**src/rtl/nrd_pkg.sv**
```systemverilog
package nrd_pkg;

    typedef enum logic [1:0] {
        ST_IDLE = 2'd0,
        ST_RUN  = 2'd1,
        ST_FIX  = 2'd2
    } nrd_state_e;

    // Per-cycle command from the sequencer to the datapath
    typedef struct packed {
        logic load;   // capture operands, clear partial remainder
        logic step;   // one shift and add/subtract iteration
        logic fix;    // final remainder correction and result write
        logic zero;   // zero-divisor completion
    } nrd_cmd_t;

endpackage

```
**src/rtl/nrd_control.sv**
```systemverilog
module nrd_control
    import nrd_pkg::*;
#(
    parameter int W = 8
) (
    input  logic     clk,
    input  logic     rst,
    input  logic     start,
    input  logic     div_zero,
    output nrd_cmd_t cmd,
    output logic     busy
);
    localparam int CW = $clog2(W + 1);
    localparam logic [CW-1:0] LAST = CW'(W - 1);

    nrd_state_e state;
    logic [CW-1:0] iter;
    logic accept;

    assign accept = start && (state == ST_IDLE);

    always_comb begin
        cmd.load = accept && !div_zero;
        cmd.zero = accept && div_zero;
        cmd.step = (state == ST_RUN);
        cmd.fix  = (state == ST_FIX);
    end

    assign busy = (state != ST_IDLE);

    always_ff @(posedge clk) begin
        if (rst) begin
            state <= ST_IDLE;
            iter  <= '0;
        end else begin
            case (state)
                ST_IDLE: begin
                    if (cmd.load) begin
                        state <= ST_RUN;
                        iter  <= '0;
                    end
                end
                ST_RUN: begin
                    iter <= iter + 1'b1;
                    if (iter == LAST) state <= ST_FIX;
                end
                ST_FIX:  state <= ST_IDLE;
                default: state <= ST_IDLE;
            endcase
        end
    end
endmodule

```
**src/rtl/nrd_datapath.sv**
```systemverilog
module nrd_datapath
    import nrd_pkg::*;
#(
    parameter int W = 8
) (
    input  logic         clk,
    input  logic         rst,
    input  nrd_cmd_t     cmd,
    input  logic [W-1:0] dividend,
    input  logic [W-1:0] divisor,
    output logic [W-1:0] quotient,
    output logic [W-1:0] remainder,
    output logic         done,
    output logic         div_by_zero
);
    localparam int AW = W + 1;

    logic [AW-1:0] acc;      // signed partial remainder, MSB is sign
    logic [W-1:0]  qreg;     // dividend shifting out, quotient shifting in
    logic [W-1:0]  dreg;

    logic [AW-1:0] shifted, dext, acc_next, acc_fixed;

    always_comb begin
        dext      = {1'b0, dreg};
        shifted   = {acc[W-1:0], qreg[W-1]};
        acc_next  = acc[W] ? (shifted + dext) : (shifted - dext);
        acc_fixed = acc[W] ? (acc + dext) : acc;
    end

    always_ff @(posedge clk) begin
        if (rst) begin
            acc         <= '0;
            qreg        <= '0;
            dreg        <= '0;
            quotient    <= '0;
            remainder   <= '0;
            done        <= 1'b0;
            div_by_zero <= 1'b0;
        end else begin
            done <= 1'b0;
            if (cmd.load) begin
                acc  <= '0;
                qreg <= dividend;
                dreg <= divisor;
            end else if (cmd.step) begin
                acc  <= acc_next;
                qreg <= {qreg[W-2:0], ~acc_next[W]};
            end
            if (cmd.fix) begin
                quotient    <= qreg;
                remainder   <= acc_fixed[W-1:0];
                div_by_zero <= 1'b0;
                done        <= 1'b1;
            end else if (cmd.zero) begin
                quotient    <= '1;
                remainder   <= dividend;
                div_by_zero <= 1'b1;
                done        <= 1'b1;
            end
        end
    end
endmodule

```
**src/rtl/seq_nr_divider.sv**
```systemverilog
module seq_nr_divider
    import nrd_pkg::*;
#(
    parameter int WIDTH = 8
) (
    input  logic             clk,
    input  logic             rst,
    input  logic             start,
    input  logic [WIDTH-1:0] dividend,
    input  logic [WIDTH-1:0] divisor,
    output logic             busy,
    output logic             done,
    output logic [WIDTH-1:0] quotient,
    output logic [WIDTH-1:0] remainder,
    output logic             div_by_zero
);
    nrd_cmd_t cmd;
    logic     dzero;

    assign dzero = (divisor == '0);

    nrd_control #(.W(WIDTH)) u_ctl (
        .clk      (clk),
        .rst      (rst),
        .start    (start),
        .div_zero (dzero),
        .cmd      (cmd),
        .busy     (busy)
    );

    nrd_datapath #(.W(WIDTH)) u_dp (
        .clk         (clk),
        .rst         (rst),
        .cmd         (cmd),
        .dividend    (dividend),
        .divisor     (divisor),
        .quotient    (quotient),
        .remainder   (remainder),
        .done        (done),
        .div_by_zero (div_by_zero)
    );
endmodule

```
**config.mk**
```make
export PLATFORM = sky130hd
export DESIGN_NAME = seq_nr_divider
export DESIGN_NICKNAME = d
export VERILOG_FILES = /design/src/rtl/nrd_pkg.sv /design/src/rtl/nrd_control.sv /design/src/rtl/nrd_datapath.sv /design/src/rtl/seq_nr_divider.sv
export SDC_FILE = /design/constraint.sdc
export NUM_CORES = 1
export LEC_CHECK = 0
export BUFFER_PORTS_ARGS = -buffer_cell sky130_fd_sc_hd__buf_2
export CAP_MARGIN = 40
export CORE_UTILIZATION = 52
export DETAILED_ROUTE_END_ITERATION = 7
export PLACE_DENSITY = 0.76
export SETUP_SLACK_MARGIN = 0.02
export SLEW_MARGIN = 10
export SYNTH_ARGS = -nofsm -noshare
export SYNTH_HDL_FRONTEND = slang
export SYNTH_SLANG_ARGS = --single-unit
```
**constraint.sdc**
```tcl
create_clock -name clk -period 2.6 [get_ports clk]
set_input_delay 0.78 -clock clk [delete_from_list [all_inputs] [get_ports clk]]
set_output_delay 0.78 -clock clk [all_outputs]
set_load 0.02 [all_outputs]
```
==> results of run 1 <==
## Yosys cell counts, types with 6 or more instances
| cell type | number | share of area |
|---|---|---|
| a211oi_1 | 12 | 0.033 |
| a21oi_1 | 32 | 0.059 |
| a22oi_1 | 7 | 0.019 |
| clkbuf_1 | 15 | 0.021 |
| dfxtp_1 | 49 | 0.36 |
| ha_1 | 17 | 0.078 |
| inv_1 | 7 | 0.0096 |
| mux2i_1 | 11 | 0.040 |
| nand2_1 | 26 | 0.036 |
| nor2_1 | 45 | 0.062 |
| nor3_1 | 6 | 0.011 |
| o211ai_1 | 7 | 0.019 |
| o21ai_0 | 10 | 0.018 |
| o22ai_1 | 9 | 0.021 |
| xor2_1 | 8 | 0.026 |
## power groups by stage
stage	registers (mW)	clock network, mW	logic (mW)
final	0.823	0.560	0.386
after global routing	0.827	0.607	0.428
after CTS	0.821	0.569	0.372
after detailed placement	0.838	0	0.369
after global placement	0.837	0	0.363
after floorplan	0.825	0	0.275
## per-stage QoR
| stage | util | cell area (sq um) | std cells | power [mW] |
|---|---|---|---|---|
| finish | 0.6267 | 3181 | 437 | 1.769 |
| CTS | 0.6213 | 3153 | 437 | 1.762 |
| global placement | 0.5991 | 3040 | 429 | 1.200 |
| floorplan | - | 2734 | 326 | 1.101 |
| global route | 0.6267 | 3181 | 437 | 1.862 |
| detailed placement | 0.5991 | 3040 | 429 | 1.207 |
## path summary, 6_finish.rpt
| kind | start | to | slack [ns] | depth (start not counted) |
|---|---|---|---|---|
| setup / recovery | u_dp.dreg[1]$_SDFFE_PP0P_ | u_dp.acc[8]$_SDFFE_PP0P_ | 0.20 | 9 |
| hold / removal | u_dp.remainder[2]$_SDFFE_PP0P_ | u_dp.remainder[2]$_SDFFE_PP0P_ | 0.46 | 2 |
| setup reg to reg | u_dp.dreg[1]$_SDFFE_PP0P_ | u_dp.acc[8]$_SDFFE_PP0P_ | 0.20 | 9 |
| hold reg to reg | u_dp.remainder[2]$_SDFFE_PP0P_ | u_dp.remainder[2]$_SDFFE_PP0P_ | 0.46 | 2 |
## registers in the layout, indices dropped and copies added (netlist names)
name / cells
u_dp.done: 1
u_dp.acc: 9
u_dp.remainder: 8
u_dp.dreg: 8
u_dp.quotient: 8
u_dp.div_by_zero: 1
u_dp.qreg: 8
u_ctl.iter: 4
u_ctl.state: 2
## logic make-up (layout without fill, tap and decap cells)
kind of cell | after synthesis | in the layout
simple gates | 109 | 109
flops | 49 | 49
buf+inv | 26 | 67
mux | 12 | 12
fa+ha+maj | 19 | 19
xor+xnor | 13 | 13
compound gates | 98 | 98
## cells in the final DEF (no fill, tap or decap), types with 6 or more instances in the layout
cell      netlist  layout
nand2_1        26      26
buf_4           0      15
a22oi_1         7       7
o21ai_0        10       8
xor2_1          8       8
o211ai_1        7       7
ha_1           17      17
a21oi_1        32      32
buf_2           4      37
mux2i_1        11      11
nor2_1         45      45
inv_1           7       7
a211oi_1       12      10
dfxtp_1        49      47
nor3_1          6       6
o22ai_1         9       9
## repair_timing
item / CTS / global route
resized for setup: 0 / 9
setup buffers: 0 / 0
endpoints found under the setup margin: 0 / 4
## per-layer routing
| metal | up-vias | track usage | routed length, um |
|---|---|---|---|
| li1 | 1266 | - | - |
| met1 | 1221 | 0.3534 | 3063 |
| met2 | 68 | 0.4004 | 3178 |
| met3 | 9 | 0.04336 | 358 |
| met4 | 0 | 0.07128 | 101 |
| met5 | - | 0 | 0 |
## worst max-delay path, cell delays in order, from the launching register on
cell       delay [ns]
dfxtp_2          0.36
inv_1            0.08
ha_1             0.27
mux2_2           0.29
fa_1             0.43
a211oi_2         0.20
o21ai_1          0.13
o31ai_2          0.26
xnor2_1          0.18
o2bb2ai_1        0.15
## final cells by class
type | count | area (sq um)
inverter | 7 | 26.28
multi-input combinational | 251 | 1673
tap | 70 | 87.58
clock inverter | 3 | 43.79
clock buffer | 5 | 68.82
timing repair buffer | 52 | 297.8
fill | 431 | 1894
sequential | 49 | 983.4
==> results.toml, run 1 <==
[sta]
min_period_over_period = 0.9240
maxSlewHeadroom = 0.6406
slew_violations = 0
layout_min_cycle_time_ns = 2.402
setup_ws_ns = 0.1977
tightest_slew_ns = 0.5391
rsz0062_at_grt = "no"
tns_ns = 0
hold_viol = 0
max_clock_freq_mhz = 416.3
setup_viol = 0
hold_slack_ns = 0.4581
fin_worst_skew_ns = 0.01065

[drt]
first_iter_violations = 163
drc = 0
drt_pass1_iterations = 4
ant_nets = 0
avgRoutedWirePerCell_um = 15.33
vias_per_cell = 5.867
num_vias = 2564
routed_wl_um = 6701

[cts]
cts_tree = "built"
cts.sinks = 49
clk_latency_ns = 0.31
cts_buffer_depth = 2
root_buffer = "clkbuf_8"
clk_pin_slew_ns = 0.10
h-tree-depth = 2
cts-buffers-inserted = 5
hold_buffers = 0

[place]
pre_cts_ws_ns = 0.09075
gp_congestion = 0.9739
numPortBuffers = 37
dp_hpwl_um = 4937

[logic_synthesis]
synth-main-ff-cell = "dfxtp_1"
synth-edff-count = 0
ys_ff_latch = 49
yosys_warnings = 0
synth_xor_area_frac = 0.04169
synth_top_family_by_area = "compound AO/OA/AOI/OAI gates"
synth_area_per_cell_sq_um = 8.378
synthesis.nets = 364
synthArstFlopShare = 0
yosysSeqAreaShare = 0.3591
synth_adder_area_share = 0.09253
syn_inst = 326
synth_cell_types = 48
synth_mux_area_frac = 0.04443
synthSimpleGateAreaFrac = 0.1947
synth-compound-area-share = 0.2300
synth_area_sq_mm = 0.002731

[power_and_ir_drop]
switching_share = 0.3019
p_per_area_mw_per_mm2 = 556.2
p_int_mw = 1.235
p_switching_mw = 0.5342
p_leak_nw = 1.363
pwr-share-seq = 0.465
combPwrFrac = 0.218
vdd_ir_drop_max_mv = 0.2561
clockPowerShare = 0.316

[flow_run]
maxCapViolCount = 0

[critical_path]
critPathLaunchType = "flop"
cp.required_ns = 2.83
crit_fanout = 4
crit_type = "flop to flop"
cp_data_arrival_time_ns = 2.64
cp-end-kind = "flop"

[global_routing]
grt_pass1_wl_um = 10610
grt_start_max_net_pins = 25
grt_overflow = 0
antenna_found_initial = 0
grt_use_total = 0.2526
grt_pass1_vias = 2169

[floorplan]
fp.dieH_um = 74.48
initial_core_util = 0.5382
die_area_sq_mm = 0.005547
ios = 38
placementRows = 26
core_area_sq_mm = 0.005075
die_x_um = 74.48

[worst_hold_path]
hold_class = "flop to flop"

[layout]
nets = 404
diodes = 0
drive_above_1_share = 0.1989
syn_to_final_growth_pct = 16.45

[run_status]
status = "finished, final reports clean"
Power figures use the tool's default switching activity.
==> run 2, diff against run 1 <==
Settings changed: CORE_ASPECT_RATIO from default to 0.75.
Clock period 2.6 ns to 2.1 ns, I/O delays scaled along.
==> run 2 against run 1 <==
Against the previous run: the run now ends with negative setup slack left; worst setup slack lost 0.39 ns; first-iteration DRC count grew 20%; clock skew shrank 0.0044 ns; critical path depth is the same; final area grew 12%; clock-buffer cell count is the same; clock power grew 44%; highest routed layer unchanged.
==> results.toml, run 2 (same netlist as run 1, synthesis figures left out) <==
[sta]
max_clock_freq_mhz = 436.3
maxSlewHeadroom = 0.7528
setup_viol = 6
layout_min_cycle_time_ns = 2.292
hold_slack_ns = 0.4588
hold_viol = 0
setup_ws_ns = -0.1919
rsz0062_at_grt = "yes"
tightest_slew_ns = 0.3701
slew_violations = 0
fin_worst_skew_ns = 0.006285
min_period_over_period = 1.091

[floorplan]
placementRows = 22
die_area_sq_mm = 0.005549
ios = 38
die_x_um = 85.69
core_area_sq_mm = 0.004982
initial_core_util = 0.5482
fp.dieH_um = 64.77

[run_status]
status = "finished, violations left"
violations = "negative setup slack"

[layout]
diodes = 0
final_cell_mix = "46 x dfxtp_1, 43 x nor2_1, 43 x buf_4"
nets = 433
mostFrequentLayoutCell = "dfxtp_1"
syn_to_final_growth_pct = 30.78
stdcell_area_sq_mm = 0.003572
drive_above_1_share = 0.3157
largest-register = "u_dp.acc"
largest_reg_flops = 9

[flow_run]
maxCapViolCount = 0

[global_routing]
grt_overflow = 0
grt_start_max_net_pins = 26
grt_pass1_wl_um = 11740
grt_pass1_vias = 2384
grt_use_total = 0.2744
antenna_found_initial = 0

[drt]
num_vias = 2673
ant_nets = 0
vias_per_cell = 5.712
drc = 0
first_iter_violations = 195
avgRoutedWirePerCell_um = 15.47
drt_pass1_iterations = 4
routed_wl_um = 7240

[power_and_ir_drop]
p_leak_nw = 1.535
vdd_ir_drop_max_mv = 0.4153
p_per_area_mw_per_mm2 = 690.3

[cts]
hold_buffers = 0
cts.sinks = 49
clk_pin_slew_ns = 0.09
cts_buffer_depth = 2
h-tree-depth = 2
cts-buffers-inserted = 5
root_buffer = "clkbuf_8"
clk_latency_ns = 0.30
cts_tree = "built"

[place]
numPortBuffers = 37
gp_congestion = 0.9556
dpl_cell_area_sq_mm = 0.003256
dp_hpwl_um = 5385

[critical_path]
critPathLaunchType = "flop"
crit_fanout = 3
cp.required_ns = 2.29
cp-end-kind = "flop"
crit_chain = "inv_4 > ha_4 > mux2_4 > fa_2 > a211oi_2 > o21ai_1 > o31ai_2 > xnor2_1 > o22ai_1"
crit_type = "flop to flop"
cp_data_arrival_time_ns = 2.48
slowest_stage = "dfxtp_4"
slowest_delay_ns = 0.39

[worst_hold_path]
hold_class = "flop to flop"
run 2: cell types whose count changed in the layout (fill, tap and decap cells not counted), sizes merged:
cell,before,now
buf,52,81
bufinv,1,2
clkinv,1,0
run 2: path summary, 6_finish.rpt:
kind / from / to / slack (ns) / cells past startpoint
max: u_dp.dreg[0]$_SDFFE_PP0P_ / u_dp.qreg[0]$_SDFFE_PP0P_ / -0.19 / 9
min reg2reg: u_dp.remainder[2]$_SDFFE_PP0P_ / u_dp.remainder[2]$_SDFFE_PP0P_ / 0.46 / 2
max reg2reg: u_dp.dreg[0]$_SDFFE_PP0P_ / u_dp.qreg[0]$_SDFFE_PP0P_ / -0.19 / 9
min: u_dp.remainder[2]$_SDFFE_PP0P_ / u_dp.remainder[2]$_SDFFE_PP0P_ / 0.46 / 2
run 2: cell type report:
type / instances / area [sq um]
clock buffer: 5 / 68.82
timing repair buffer: 81 / 528.0
sequential: 49 / 989.7
clock inverter: 3 / 68.82
multi-input combinational: 251 / 1795
tap: 72 / 90.09
inverter: 7 / 31.28
fill: 392 / 1410
run 2: critical path, delay by kind of cell (launching register included):
kind | cells | cell delay [ns]
AO/OA/AOI/OAI | 4 | 0.69
XOR/XNOR | 1 | 0.19
adder cells (fa/ha/maj) | 2 | 0.57
buffers and inverters | 1 | 0.04
flip-flops | 1 | 0.39
multiplexers | 1 | 0.29
run 2: power breakdown:
part / switching (mW) / internal [mW] / leakage (nW)
logic: 0.333 / 0.304 / 1.07
registers: 0.0505 / 0.969 / 0.400
clock network: 0.329 / 0.479 / 0.0687
run 2: metrics by stage:
step / TNS (ns) / total power, mW / util / std cells / setup WS, ns
after floorplan: -0.2839 / 1.378 / - / 326 / -0.1143
after global placement: -0.6760 / 1.554 / 0.6534 / 455 / -0.1821
after detailed placement: -0.8959 / 1.570 / 0.6534 / 455 / -0.2076
after CTS: -0.3813 / 2.395 / 0.6971 / 467 / -0.1135
after global routing: -1.301 / 2.580 / 0.7170 / 468 / -0.3064
final: -0.7448 / 2.466 / 0.7170 / 468 / -0.1919
run 2: per-layer routing:
metal / vias to the layer above / wire length (um) / track usage
li1: 1313 / - / -
met1: 1255 / 3424 / 0.3851
met2: 94 / 3225 / 0.4410
met3: 11 / 502 / 0.05223
met4: 0 / 87 / 0.05625
met5: - / 0 / 0
run 2: timing repair:
item | 4_1_cts | 5_1_grt
endpoints found under the hold margin | 0 | 0
setup buffers | 4 | 2
gates resized for setup | 9 | 27
setup endpoints to repair | 6 | 9
pin swaps | 10 | 17
==> run 3, diff against run 2 <==
Settings changed: SYNTH_HIERARCHICAL from default to 1.
==> run 3 against run 2 <==
Against the previous run: the flow still finishes with violations (negative setup slack); synthesized area grew 7.5%; fmax decreased by 2.8%; non-clock buffer count is 1 higher; final cell count increased by 6.2%; clock power is 11% lower; combinational power increased by 0.9%; final area increased by 5.2%; critical path depth up 1; clock-buffer cell count rose by 1; utilization fell by 1.9 points.
==> results.toml, run 3 <==
[place]
gp_congestion = 0.9008
dpl_cell_area_sq_mm = 0.003483
dp_hpwl_um = 5695
numPortBuffers = 37

[sta]
hold_slack_ns = 0.4819
setup_ws_ns = -0.2576
fin_worst_skew_ns = 0.005945
min_period_over_period = 1.123
max_clock_freq_mhz = 424.2
maxSlewHeadroom = 0.7422
hold_viol = 0
setup_viol = 6
layout_min_cycle_time_ns = 2.358
tightest_slew_ns = 0.3827
rsz0062_at_grt = "yes"
slew_violations = 0

[run_status]
violations = "negative setup slack"
status = "finished, violations left"

[critical_path]
critPathLaunchType = "flop"
r2r_start = "u_dp/dreg[0]$_SDFFE_PP0P_"
ff2ff_path_depth = 10
crit_type = "flop to flop"
r2r-end = "u_dp/acc[7]$_SDFFE_PP0P_"
cp_data_arrival_time_ns = 2.61
path_buf_inv = 1
slowest_stage = "or4_4"
cp-end-kind = "flop"
crit_fanout = 4
critPathTopFamily = "simple AND/OR/NAND/NOR gates"
cp.required_ns = 2.35
crit_cells = 10
slowest_delay_ns = 0.51
regToRegSetupSlack_ns = -0.26
crit_chain = "inv_4 > ha_4 > nor3b_4 > a21oi_2 > xor2_1 > ha_2 > or4_4 > o22ai_2 > mux2_4 > nand2_2"

[cts]
cts_tree = "built"
clk_pin_slew_ns = 0.09
cts_buffer_depth = 2
cts-buffers-inserted = 5
cts.sinks = 49
clk_latency_ns = 0.30
root_buffer = "clkbuf_8"
h-tree-depth = 2

[logic_synthesis]
synth_area_per_cell_sq_um = 8.292
ys_ff_latch = 49
synth-edff-count = 0
synth.most_common_cell = "nor2_1"
yosys_warnings = 6
synth_top_cell_area_share = 0.3342
synth_common_cells = "73 x nor2_1, 49 x dfxtp_1, 29 x a21oi_1, 21 x mux2i_1"
synthArstFlopShare = 0
synth-main-ff-cell = "dfxtp_1"
synthesis.nets = 392
syn_inst = 354
yosysTopAreaCell = "dfxtp_1"
synth_cell_types = 53
synth_area_sq_mm = 0.002935
synth_area_leaders = "dfxtp_1 33%, nor2_1 9.3%, ha_1 7.2%, mux2i_1 7.2%, a21oi_1 4.9%"
yosysSeqAreaShare = 0.3342

[flow_run]
maxCapViolCount = 0

[drt]
drt_pass1_iterations = 4
first_iter_violations = 181
drc = 0
avgRoutedWirePerCell_um = 15.67
num_vias = 2792
vias_per_cell = 5.618
routed_wl_um = 7788
ant_nets = 0

[layout]
mostFrequentLayoutCell = "nor2_1"
stdcell_area_sq_mm = 0.003759
drive_above_1_share = 0.3033
diodes = 0
syn_to_final_growth_pct = 28.05
largest_reg_flops = 9
final_cell_mix = "70 x nor2_1, 46 x dfxtp_1, 43 x buf_4"
nets = 459
largest-register = "u_dp/acc"

[power_and_ir_drop]
p_leak_nw = 1.691
vdd_ir_drop_max_mv = 0.3423
p_per_area_mw_per_mm2 = 631.6

[floorplan]
placementRows = 23
die_area_sq_mm = 0.005952
ios = 38
fp.dieH_um = 67.07
die_x_um = 88.76
initial_core_util = 0.5455
core_area_sq_mm = 0.005381

[global_routing]
grt_pass1_vias = 2483
grt_overflow = 0
grt_use_total = 0.2673
antenna_found_initial = 0
grt_pass1_wl_um = 11970
grt_start_max_net_pins = 33

[worst_hold_path]
hold_start = "u_ctl/iter[1]$_SDFFE_PP0P_"
hold_class = "flop to flop"
min_to = "u_ctl/iter[1]$_SDFFE_PP0P_"
whs_path_depth = 2
[run 3: cell types whose count changed after synthesis, moves of 5 or more]
cell,delta
a22oi_1,-7
a211oi_1,+5
o22ai_1,-8
clkbuf_1,-5
nor2b_1,+5
nand2_1,-19
mux2i_1,+10
nor2_1,+28
buf_2,+5
[run 3: area by class of cell]
class                      count  area (sq um)
clock buffer                   6         82.58
clock inverter                 2         37.54
tap                           75         93.84
fill                         439          1623
multi-input combinational    273          1971
inverter                      10         42.54
sequential                    49         992.2
timing repair buffer          82         539.3
[run 3: metrics by stage]
step                      total power, mW  worst slack (ns)  TNS [ns]  utilization  cells
after CTS                           2.324           -0.2237   -0.6901       0.6819    492
after detailed placement            1.589           -0.3198    -6.420       0.6473    483
after global routing                2.479           -0.3532    -1.502       0.6984    497
after floorplan                     1.391           -0.1117   -0.1956            -    354
after global placement              1.573           -0.2561    -4.745       0.6473    483
final                               2.374           -0.2576   -0.8079       0.6984    497
[run 3: worst min-delay path: stages (launching register included)]
cell and delay, ns:
dfxtp_1 0.33, nand2_1 0.05, o21ai_0 0.05
[run 3: report_power, final]
group / leakage [nW] / internal (mW) / switching (mW)
logic: 1.23 / 0.327 / 0.316
clock network: 0.0574 / 0.388 / 0.328
registers: 0.401 / 0.965 / 0.0501
total: 1.69 / 1.68 / 0.694
[run 3: timing repair]
item / 4_1_cts / 5_1_grt
gates resized for setup: 16 / 14
gates cloned: 0 / 0
buffers inserted: 1 / 5
endpoints found under the setup margin: 13 / 12
pin swaps: 9 / 11
hold buffers: 0 / 0
[run 3: worst max path at each step]
stage                               from                        to  slack [ns]
4_1_cts        u_dp/dreg[0]$_SDFFE_PP0P_  u_dp/acc[7]$_SDFFE_PP0P_       -0.22
5_1_grt        u_dp/dreg[0]$_SDFFE_PP0P_  u_dp/acc[7]$_SDFFE_PP0P_       -0.35
3_5_place_dp                  divisor[1]  u_dp/acc[5]$_SDFFE_PP0P_       -0.32
3_3_place_gp   u_dp/dreg[0]$_SDFFE_PP0P_  u_dp/acc[7]$_SDFFE_PP0P_       -0.26
6_report       u_dp/dreg[0]$_SDFFE_PP0P_  u_dp/acc[7]$_SDFFE_PP0P_       -0.26
2_1_floorplan                 divisor[1]  u_dp/acc[5]$_SDFFE_PP0P_       -0.11
[run 3: per-layer routing]
| metal | part of all wire | vias to the layer above | global-route usage |
|---|---|---|---|
| met5 | 0 | - | 0 |
| met4 | 0.0087 | 0 | 0.07258 |
| met3 | 0.059 | 8 | 0.05204 |
| met2 | 0.45 | 67 | 0.3981 |
| met1 | 0.48 | 1324 | 0.3884 |
| li1 | - | 1393 | - |
[run 3: logic make-up after synthesis]
| logic type | count (synthesis) | share of synthesized area |
|---|---|---|
| and+or+nand+nor | 128 | 0.2161 |
| buffers and inverters | 32 | 0.04476 |
| muxes | 23 | 0.07928 |
| AOI/OAI and AO/OA | 89 | 0.1978 |
| adders and majority gates | 19 | 0.08610 |
| DFF | 49 | 0.3342 |
| xor gates and xnor gates | 14 | 0.04177 |
